File: config.mk
export PLATFORM = sky130hd
export DESIGN_NAME = flag_prefix_adder
export DESIGN_NICKNAME = d
export VERILOG_FILES = /design/src/rtl/fpa_pkg.sv /design/src/rtl/fpa_precond.sv /design/src/rtl/fpa_prefix_tree.sv /design/src/rtl/fpa_post.sv /design/src/rtl/flag_prefix_adder.sv
export SDC_FILE = /design/constraint.sdc
export NUM_CORES = 1
export LEC_CHECK = 0
export BUFFER_PORTS_ARGS = -buffer_cell sky130_fd_sc_hd__buf_2
export CAP_MARGIN = 40
export CORE_UTILIZATION = 50
export DETAILED_ROUTE_END_ITERATION = 7
export PLACE_DENSITY = 0.79
export SKIP_LAST_GASP = 1
export SYNTH_ARGS = -nofsm -noshare
export SYNTH_HDL_FRONTEND = slang
export SYNTH_SLANG_ARGS = --single-unit
File: constraint.sdc
create_clock -name vclk -period 7.5
set_input_delay 1.125 -clock vclk [all_inputs]
set_output_delay 1.125 -clock vclk [all_outputs]
set_load 0.005 [all_outputs]
File: src/rtl/fpa_pkg.sv
package fpa_pkg;

   // Generate/propagate pair carried through the prefix network.
   typedef struct packed {
      logic g;
      logic p;
   } gp_t;

   // Prefix combine: hi covers the more significant span, lo the less.
   function automatic gp_t gp_merge(input gp_t hi, input gp_t lo);
      gp_t r;
      r.g = hi.g | (hi.p & lo.g);
      r.p = hi.p & lo.p;
      return r;
   endfunction

endpackage

File: src/rtl/fpa_precond.sv
module fpa_precond #(
   parameter int WIDTH = 16
) (
   input  logic [WIDTH-1:0] a_i,
   input  logic [WIDTH-1:0] b_i,
   input  logic             sub_i,
   output logic [WIDTH-1:0] b_eff_o,
   output logic [WIDTH-2:0] g_o,
   output logic [WIDTH-1:0] p_o
);

   initial begin
      if (WIDTH < 2) $error("fpa_precond: WIDTH must be at least 2");
   end

   assign b_eff_o = sub_i ? ~b_i : b_i;

   for (genvar i = 0; i < WIDTH; i++) begin : g_bit
      assign p_o[i] = a_i[i] ^ b_eff_o[i];
      if (i < WIDTH - 1) begin : g_gen
         assign g_o[i] = a_i[i] & b_eff_o[i];
      end
   end

endmodule

File: src/rtl/fpa_prefix_tree.sv
module fpa_prefix_tree
   import fpa_pkg::*;
#(
   parameter int N = 15
) (
   input  logic [N-1:0] g_i,
   input  logic [N-1:0] p_i,
   output logic [N-1:0] grp_g_o,
   output logic [N-1:0] grp_p_o
);

   localparam int LEVELS = (N > 1) ? $clog2(N) : 0;

   initial begin
      if (N < 1) $error("fpa_prefix_tree: N must be at least 1");
   end

   gp_t [N-1:0] lvl [0:LEVELS];

   for (genvar i = 0; i < N; i++) begin : g_seed
      assign lvl[0][i].g = g_i[i];
      assign lvl[0][i].p = p_i[i];
   end

   for (genvar k = 1; k <= LEVELS; k++) begin : g_level
      localparam int DIST = 1 << (k - 1);
      for (genvar i = 0; i < N; i++) begin : g_node
         if (i >= DIST) begin : g_full
            assign lvl[k][i] = gp_merge(lvl[k-1][i], lvl[k-1][i-DIST]);
         end else begin : g_buf
            assign lvl[k][i] = lvl[k-1][i];
         end
      end
   end

   for (genvar i = 0; i < N; i++) begin : g_out
      assign grp_g_o[i] = lvl[LEVELS][i].g;
      assign grp_p_o[i] = lvl[LEVELS][i].p;
   end

endmodule

File: src/rtl/fpa_post.sv
module fpa_post #(
   parameter int WIDTH = 16
) (
   input  logic [WIDTH-1:0] p_i,
   input  logic [WIDTH-2:0] grp_g_i,
   input  logic [WIDTH-2:0] grp_p_i,
   output logic [WIDTH-1:0] sum_o,
   output logic [WIDTH-1:0] inc_o
);

   logic [WIDTH-1:0] carry;
   logic [WIDTH-1:0] flag;

   assign carry = {grp_g_i, 1'b0};
   assign flag  = {grp_p_i, 1'b1};
   assign sum_o = p_i ^ carry;
   assign inc_o = sum_o ^ flag;

   always_comb begin

      flag_base_chk: assert (flag[0]);
      for (int i = 0; i < WIDTH - 1; i++) begin

         flag_chain_chk: assert (flag[i+1] == (flag[i] & p_i[i]));
      end

      inc_rel_chk: assert (inc_o == sum_o + 1'b1);
   end

endmodule

File: src/rtl/flag_prefix_adder.sv
module flag_prefix_adder #(
   parameter int WIDTH = 16
) (
   input  logic [WIDTH-1:0] opa,
   input  logic [WIDTH-1:0] opb,
   input  logic             sub_en,
   input  logic             inc_sel,
   input  logic             neg_sel,
   output logic [WIDTH-1:0] result
);

   initial begin
      if (WIDTH < 2) $error("flag_prefix_adder: WIDTH must be at least 2");
   end

   logic [WIDTH-1:0] b_eff;
   logic [WIDTH-2:0] g_bit;
   logic [WIDTH-1:0] p_bit;
   logic [WIDTH-2:0] grp_g;
   logic [WIDTH-2:0] grp_p;
   logic [WIDTH-1:0] sum_raw;
   logic [WIDTH-1:0] sum_inc;
   logic             use_inc;
   logic [WIDTH-1:0] picked;

   fpa_precond #(.WIDTH(WIDTH)) u_pre (
      .a_i    (opa),
      .b_i    (opb),
      .sub_i  (sub_en),
      .b_eff_o(b_eff),
      .g_o    (g_bit),
      .p_o    (p_bit)
   );

   fpa_prefix_tree #(.N(WIDTH-1)) u_tree (
      .g_i    (g_bit),
      .p_i    (p_bit[WIDTH-2:0]),
      .grp_g_o(grp_g),
      .grp_p_o(grp_p)
   );

   fpa_post #(.WIDTH(WIDTH)) u_post (
      .p_i    (p_bit),
      .grp_g_i(grp_g),
      .grp_p_i(grp_p),
      .sum_o  (sum_raw),
      .inc_o  (sum_inc)
   );

   // Negated add forms swap which sum is complemented; subtract forms do not.
   assign use_inc = inc_sel ^ (neg_sel & ~sub_en);
   assign picked  = use_inc ? sum_inc : sum_raw;
   assign result  = neg_sel ? ~picked : picked;

   always_comb begin

      raw_sum_chk: assert (sum_raw == opa + b_eff);

      sel_plain_chk: assert (neg_sel || result == sum_raw || result == sum_inc);

      sel_neg_chk: assert (!neg_sel || result == ~sum_raw || result == ~sum_inc);
   end

endmodule

Word-level counts from Yosys, hierarchy flattened. Index checks and enable logic that the tools add are counted.

Input bits: 35. Logic and storage cells: 176. Register bits after elaboration: 0. Output and inout port bits: 16.

Bitwise operators: 173. Muxes and demuxes: 3.

Operators by type and width (number): $and 1x1->1 (106); $mux 16 (3); $or 1x1->1 (45); $not 16->16 (2); $xor 16x16->16 (2); $xor 1x1->1 (17); $not 1->1 (1).

Longest topological paths before layout.
Depth after elaboration: 15. Depth in mapped cells: 12. Depth with buffers taken out: 10.

Modules after synthesis. A second synthesis with hierarchy kept.

Cells, all modules: 204. Area, all modules: 1820.5 µm².

By module, submodules not included: flag_prefix_adder (cells an instance 72, seq. area each 0.0 µm², times used 1, area each 531.8 µm²); fpa_post (cells an instance 32, seq. area each 0.0 µm², times used 1, area each 499.2 µm²); fpa_prefix_tree (cells an instance 66, seq. area each 0.0 µm², times used 1, area each 406.6 µm²); fpa_precond (cells an instance 34, seq. area each 0.0 µm², times used 1, area each 382.9 µm²).

Least setup slack after synthesis. Ideal clock, no wire load.

Path kind: input port to output port. Start point: in sub_en. End point: out result[14]. Path slack: 2529 ps. Data required time: 6375 ps. Arrival: 3846 ps. Buffers on the path: 2. Cell stages on the path: 12. Cell sequence: buf_2 buf_1 xor2_1 ha_1 inv_1 fa_1 nand3b_1 a2111oi_0 o31a_1 o311ai_0 o21ai_0 xnor2_1.

Longest elaborated chain between the ends: 14. Elaborated cells between the ends (all ways): 77. Classes of those cells: mux: 3; bitwise: 74.

RTL lines: start, declared (RTL line flag_prefix_adder.sv:6) `input logic sub_en,`; $mux 16 (RTL line fpa_precond.sv:16) `assign b_eff_o = sub_i ? ~b_i : b_i;`; $xor 1x1->1 / $and 1x1->1 (equally long branches) (RTL line fpa_precond.sv:19, fpa_precond.sv:21); $and 1x1->1 (RTL line fpa_pkg.sv:12) `r.g = hi.g | (hi.p & lo.g);`; $or 1x1->1 (RTL line fpa_pkg.sv:12); $and 1x1->1 (RTL line fpa_pkg.sv:12); $or 1x1->1 (RTL line fpa_pkg.sv:12); $and 1x1->1 / $or 1x1->1 (equally long branches) (RTL line fpa_pkg.sv:12); $or 1x1->1 / $and 1x1->1 (equally long branches) (RTL line fpa_pkg.sv:12); $or 1x1->1 (RTL line fpa_pkg.sv:12); $xor 16x16->16 (RTL line fpa_post.sv:16) `assign sum_o = p_i ^ carry;`; $xor 16x16->16 (RTL line fpa_post.sv:17) `assign inc_o = sum_o ^ flag;`; $mux 16 (*) (RTL line flag_prefix_adder.sv:52) `assign picked = use_inc ? sum_inc : sum_raw;`; $not 16->16 (RTL line flag_prefix_adder.sv:53) `assign result = neg_sel ? ~picked : picked;`; $mux 16 (*) (RTL line flag_prefix_adder.sv:53); end, declared (RTL line flag_prefix_adder.sv:9) `output logic [WIDTH-1:0] result`.

Every way passes the cells marked *; elsewhere a longest branch is shown, timed or not.

Worst setup path after layout. Same ends and word-level chain as after synthesis.

==> impl_metrics.csv <==
group,metric,value,unit
setup_path,cp_num_buf_inv,3,
setup_path,crit_top_cell,"buf_2",
floorplanning,top_level_ports,51,
global_route,groute.usage.overall,20.7,%
setup_path,cpPeakStageDelay,0.64,ns
power,p_int,0.000104,W
routing,wl_per_cell,12.3,µm
power,share_seq_of_total_power,0,%
power,pwr-share-comb,100.0,%
setup_path,cpLargestDelayFamily,"compound AO/OA/AOI/OAI gates",
timing,rsz0062_at_grt,"false",
synth,avgSynthCellArea,7.35,µm²
global_route,first_global_vias,1315,
floorplanning,fp-row-count,19,
routing,drc,2,
synth,syn_area,0.00145,mm²
final_layout,num-fill-cells,273,
status,failed_checks,"DRC",
final_layout,antenna_cells,0,
global_route,busiest_layer,"met2",
final_layout,regArea,0,µm²
min_path,min_path_type,"input pin to primary output",
floorplanning,die_h,55.8,µm
synth,ys_types,49,
global_route,grt_use_met1,28.3,%
final_layout,postLayoutCoreUtil,61.5,%
clock_tree,postCtsHoldBufs,0,
timing,finalCritPeriodShare,69.1,%
setup_path,path_cells,"buf_2 > xor2_1 > ha_1 > inv_1 > fa_1 > nand3b_1 > a2111oi_0 > o31a_1 > o311ai_0 > o21ai_0 > xnor2_1 > buf_2",
global_route,antenna_found_initial,0,
floorplanning,die-area,0.00312,mm²
timing,fin_tns_setup,0,ns
power,switchingPower,0.000109,W
global_route,grt_use_met2,38.4,%
synth,syn_nets,251,
setup_path,worstPathRequired,6.38,ns
setup_path,cp-start-kind,"input pin",
global_route,use_met3,0.233,%
power,total_power,0.000213,W
final_layout,seq_cells,0,
power,p_leak,0.748,nW
timing,hold_ws,2.77,ns
setup_path,cpMaxStageDelayCell,"a2111oi_0",
final_layout,nClkBuffers,0,
synth,synth-warning-count,0,
timing,relSlewSlack,53.4,%
routing,first_iter_violations,31,
routing,dr.pass1.iters,6,
setup_path,path_max_fanout,20,
clock_tree,cts_resized,0,
synth,ys_seq_area_share,0,%
timing,hold_viol_final,0,
global_route,grt_max_degree,21,
synth,netlist_instances,197,
setup_path,crit_path_end_kind,"primary output",
routing,vias,1522,
routing,route.antenna.remaining_nets,0,
setup_path,critPathKind,"input pin to primary output",
clock_tree,postCtsSetupBuffers,0,
floorplanning,dieWidth,55.8,µm
floorplanning,initial_utilization,52.5,%
global_route,grt_overflow,0,
power,ir_drop,0.0000774,V
timing,slew_violations,0,
final_layout,layout_commonest_cell,"buf_2",
timing,final-setup-viol-count,0,
timing,fmax,193,MHz
placement,portBuffers,51,
job,maxCapViolCount,0,
global_route,grt_pass1_wl,5.58,mm
timing,max_slew.worst_pin.slew,0.681,ns
power,p_sw_share,51.2,%
status,outcome,"complete, but fails checks",
power,clock_power_share,0,%
floorplanning,coreArea,0.00276,mm²
final_layout,finish.net_count,293,
power,p_per_area,126,mW/mm²
final_layout,areaGrowthSynthToFinish,17.0,%
routing,viasPerCell,5.68,
placement,hpwl,2.68,mm
final_layout,final_cell_mix,"buf_2 (51), xnor2_1 (31), xor2_1 (23), nand2_1 (18), ha_1 (18)",
setup_path,critPathArrivalTime,4.05,ns
routing,routed_wl,3.30,mm
final_layout,drive_gt1_share,23.6,%
timing,period_minus_slack,5.18,ns
placement,gp_congestion,0.833,
-- routing by layer --
| layer | part of all wire (%) | vias to the layer above | wire length (µm) |
|---|---|---|---|
| met5 | 0 | - | 0 |
| met4 | 0 | 0 | 0 |
| met3 | 4.2 | 0 | 140 |
| met2 | 49 | 42 | 1600 |
| met1 | 47 | 682 | 1560 |
| li1 | - | 798 | - |
-- stage by stage --
stage	instance area [µm²]	cells	setup WS, ns
detailed placement	1700	268	2.36
CTS	1700	268	2.34
global placement	1700	268	2.39
finish	1700	268	2.32
floorplan	1450	197	2.53
global route	1700	268	2.03
-- logic make-up after synthesis --
family,Yosys count,share of synthesized area [%]
AO/OA/AOI/OAI,53,25.0
XOR/XNOR,55,33.8
adder cells (fa/ha/maj),19,16.9
buffers and inverters,17,4.84
multiplexers,1,0.691
AND/OR/NAND/NOR,52,18.7
-- final timing paths --
check  startpoint         end  slack, ns  cells past startpoint
max        sub_en  result[14]       2.32                     12
min       inc_sel   result[0]       2.77                      4
-- power by group through the flow --
stage | combinational [W] | clock [W] | sequential (W)
after detailed placement | 0.000212 | 0 | 0
after floorplan | 0.000152 | 0 | 0
after global routing | 0.000236 | 0 | 0
final | 0.000213 | 0 | 0
after CTS | 0.000213 | 0 | 0
after global placement | 0.000210 | 0 | 0
-- cells in the mapped netlist, types with 3 or more instances --
master,n,area share [%]
nand2_1,18,4.7
a21oi_1,14,4.8
clkbuf_1,4,1.0
xnor2_1,31,19
a31oi_1,3,1.3
and4_1,4,2.4
buf_1,4,1.0
ha_1,18,16
xor2_1,23,14
o21ai_0,9,3.1
nor3_1,3,1.0
nor2_1,6,1.6
inv_1,6,1.6
nand3_1,8,2.8
-- cell type report --
type | count | area, µm² | share of cell area [%]
Multi-Input combinational cell | 180 | 1380 | 81.3
Inverter | 6 | 22.5 | 1.33
Timing Repair Buffer | 51 | 255 | 15.1
Tap cell | 31 | 38.8 | 2.29
Note: power is estimated with default switching activity, not from simulation.
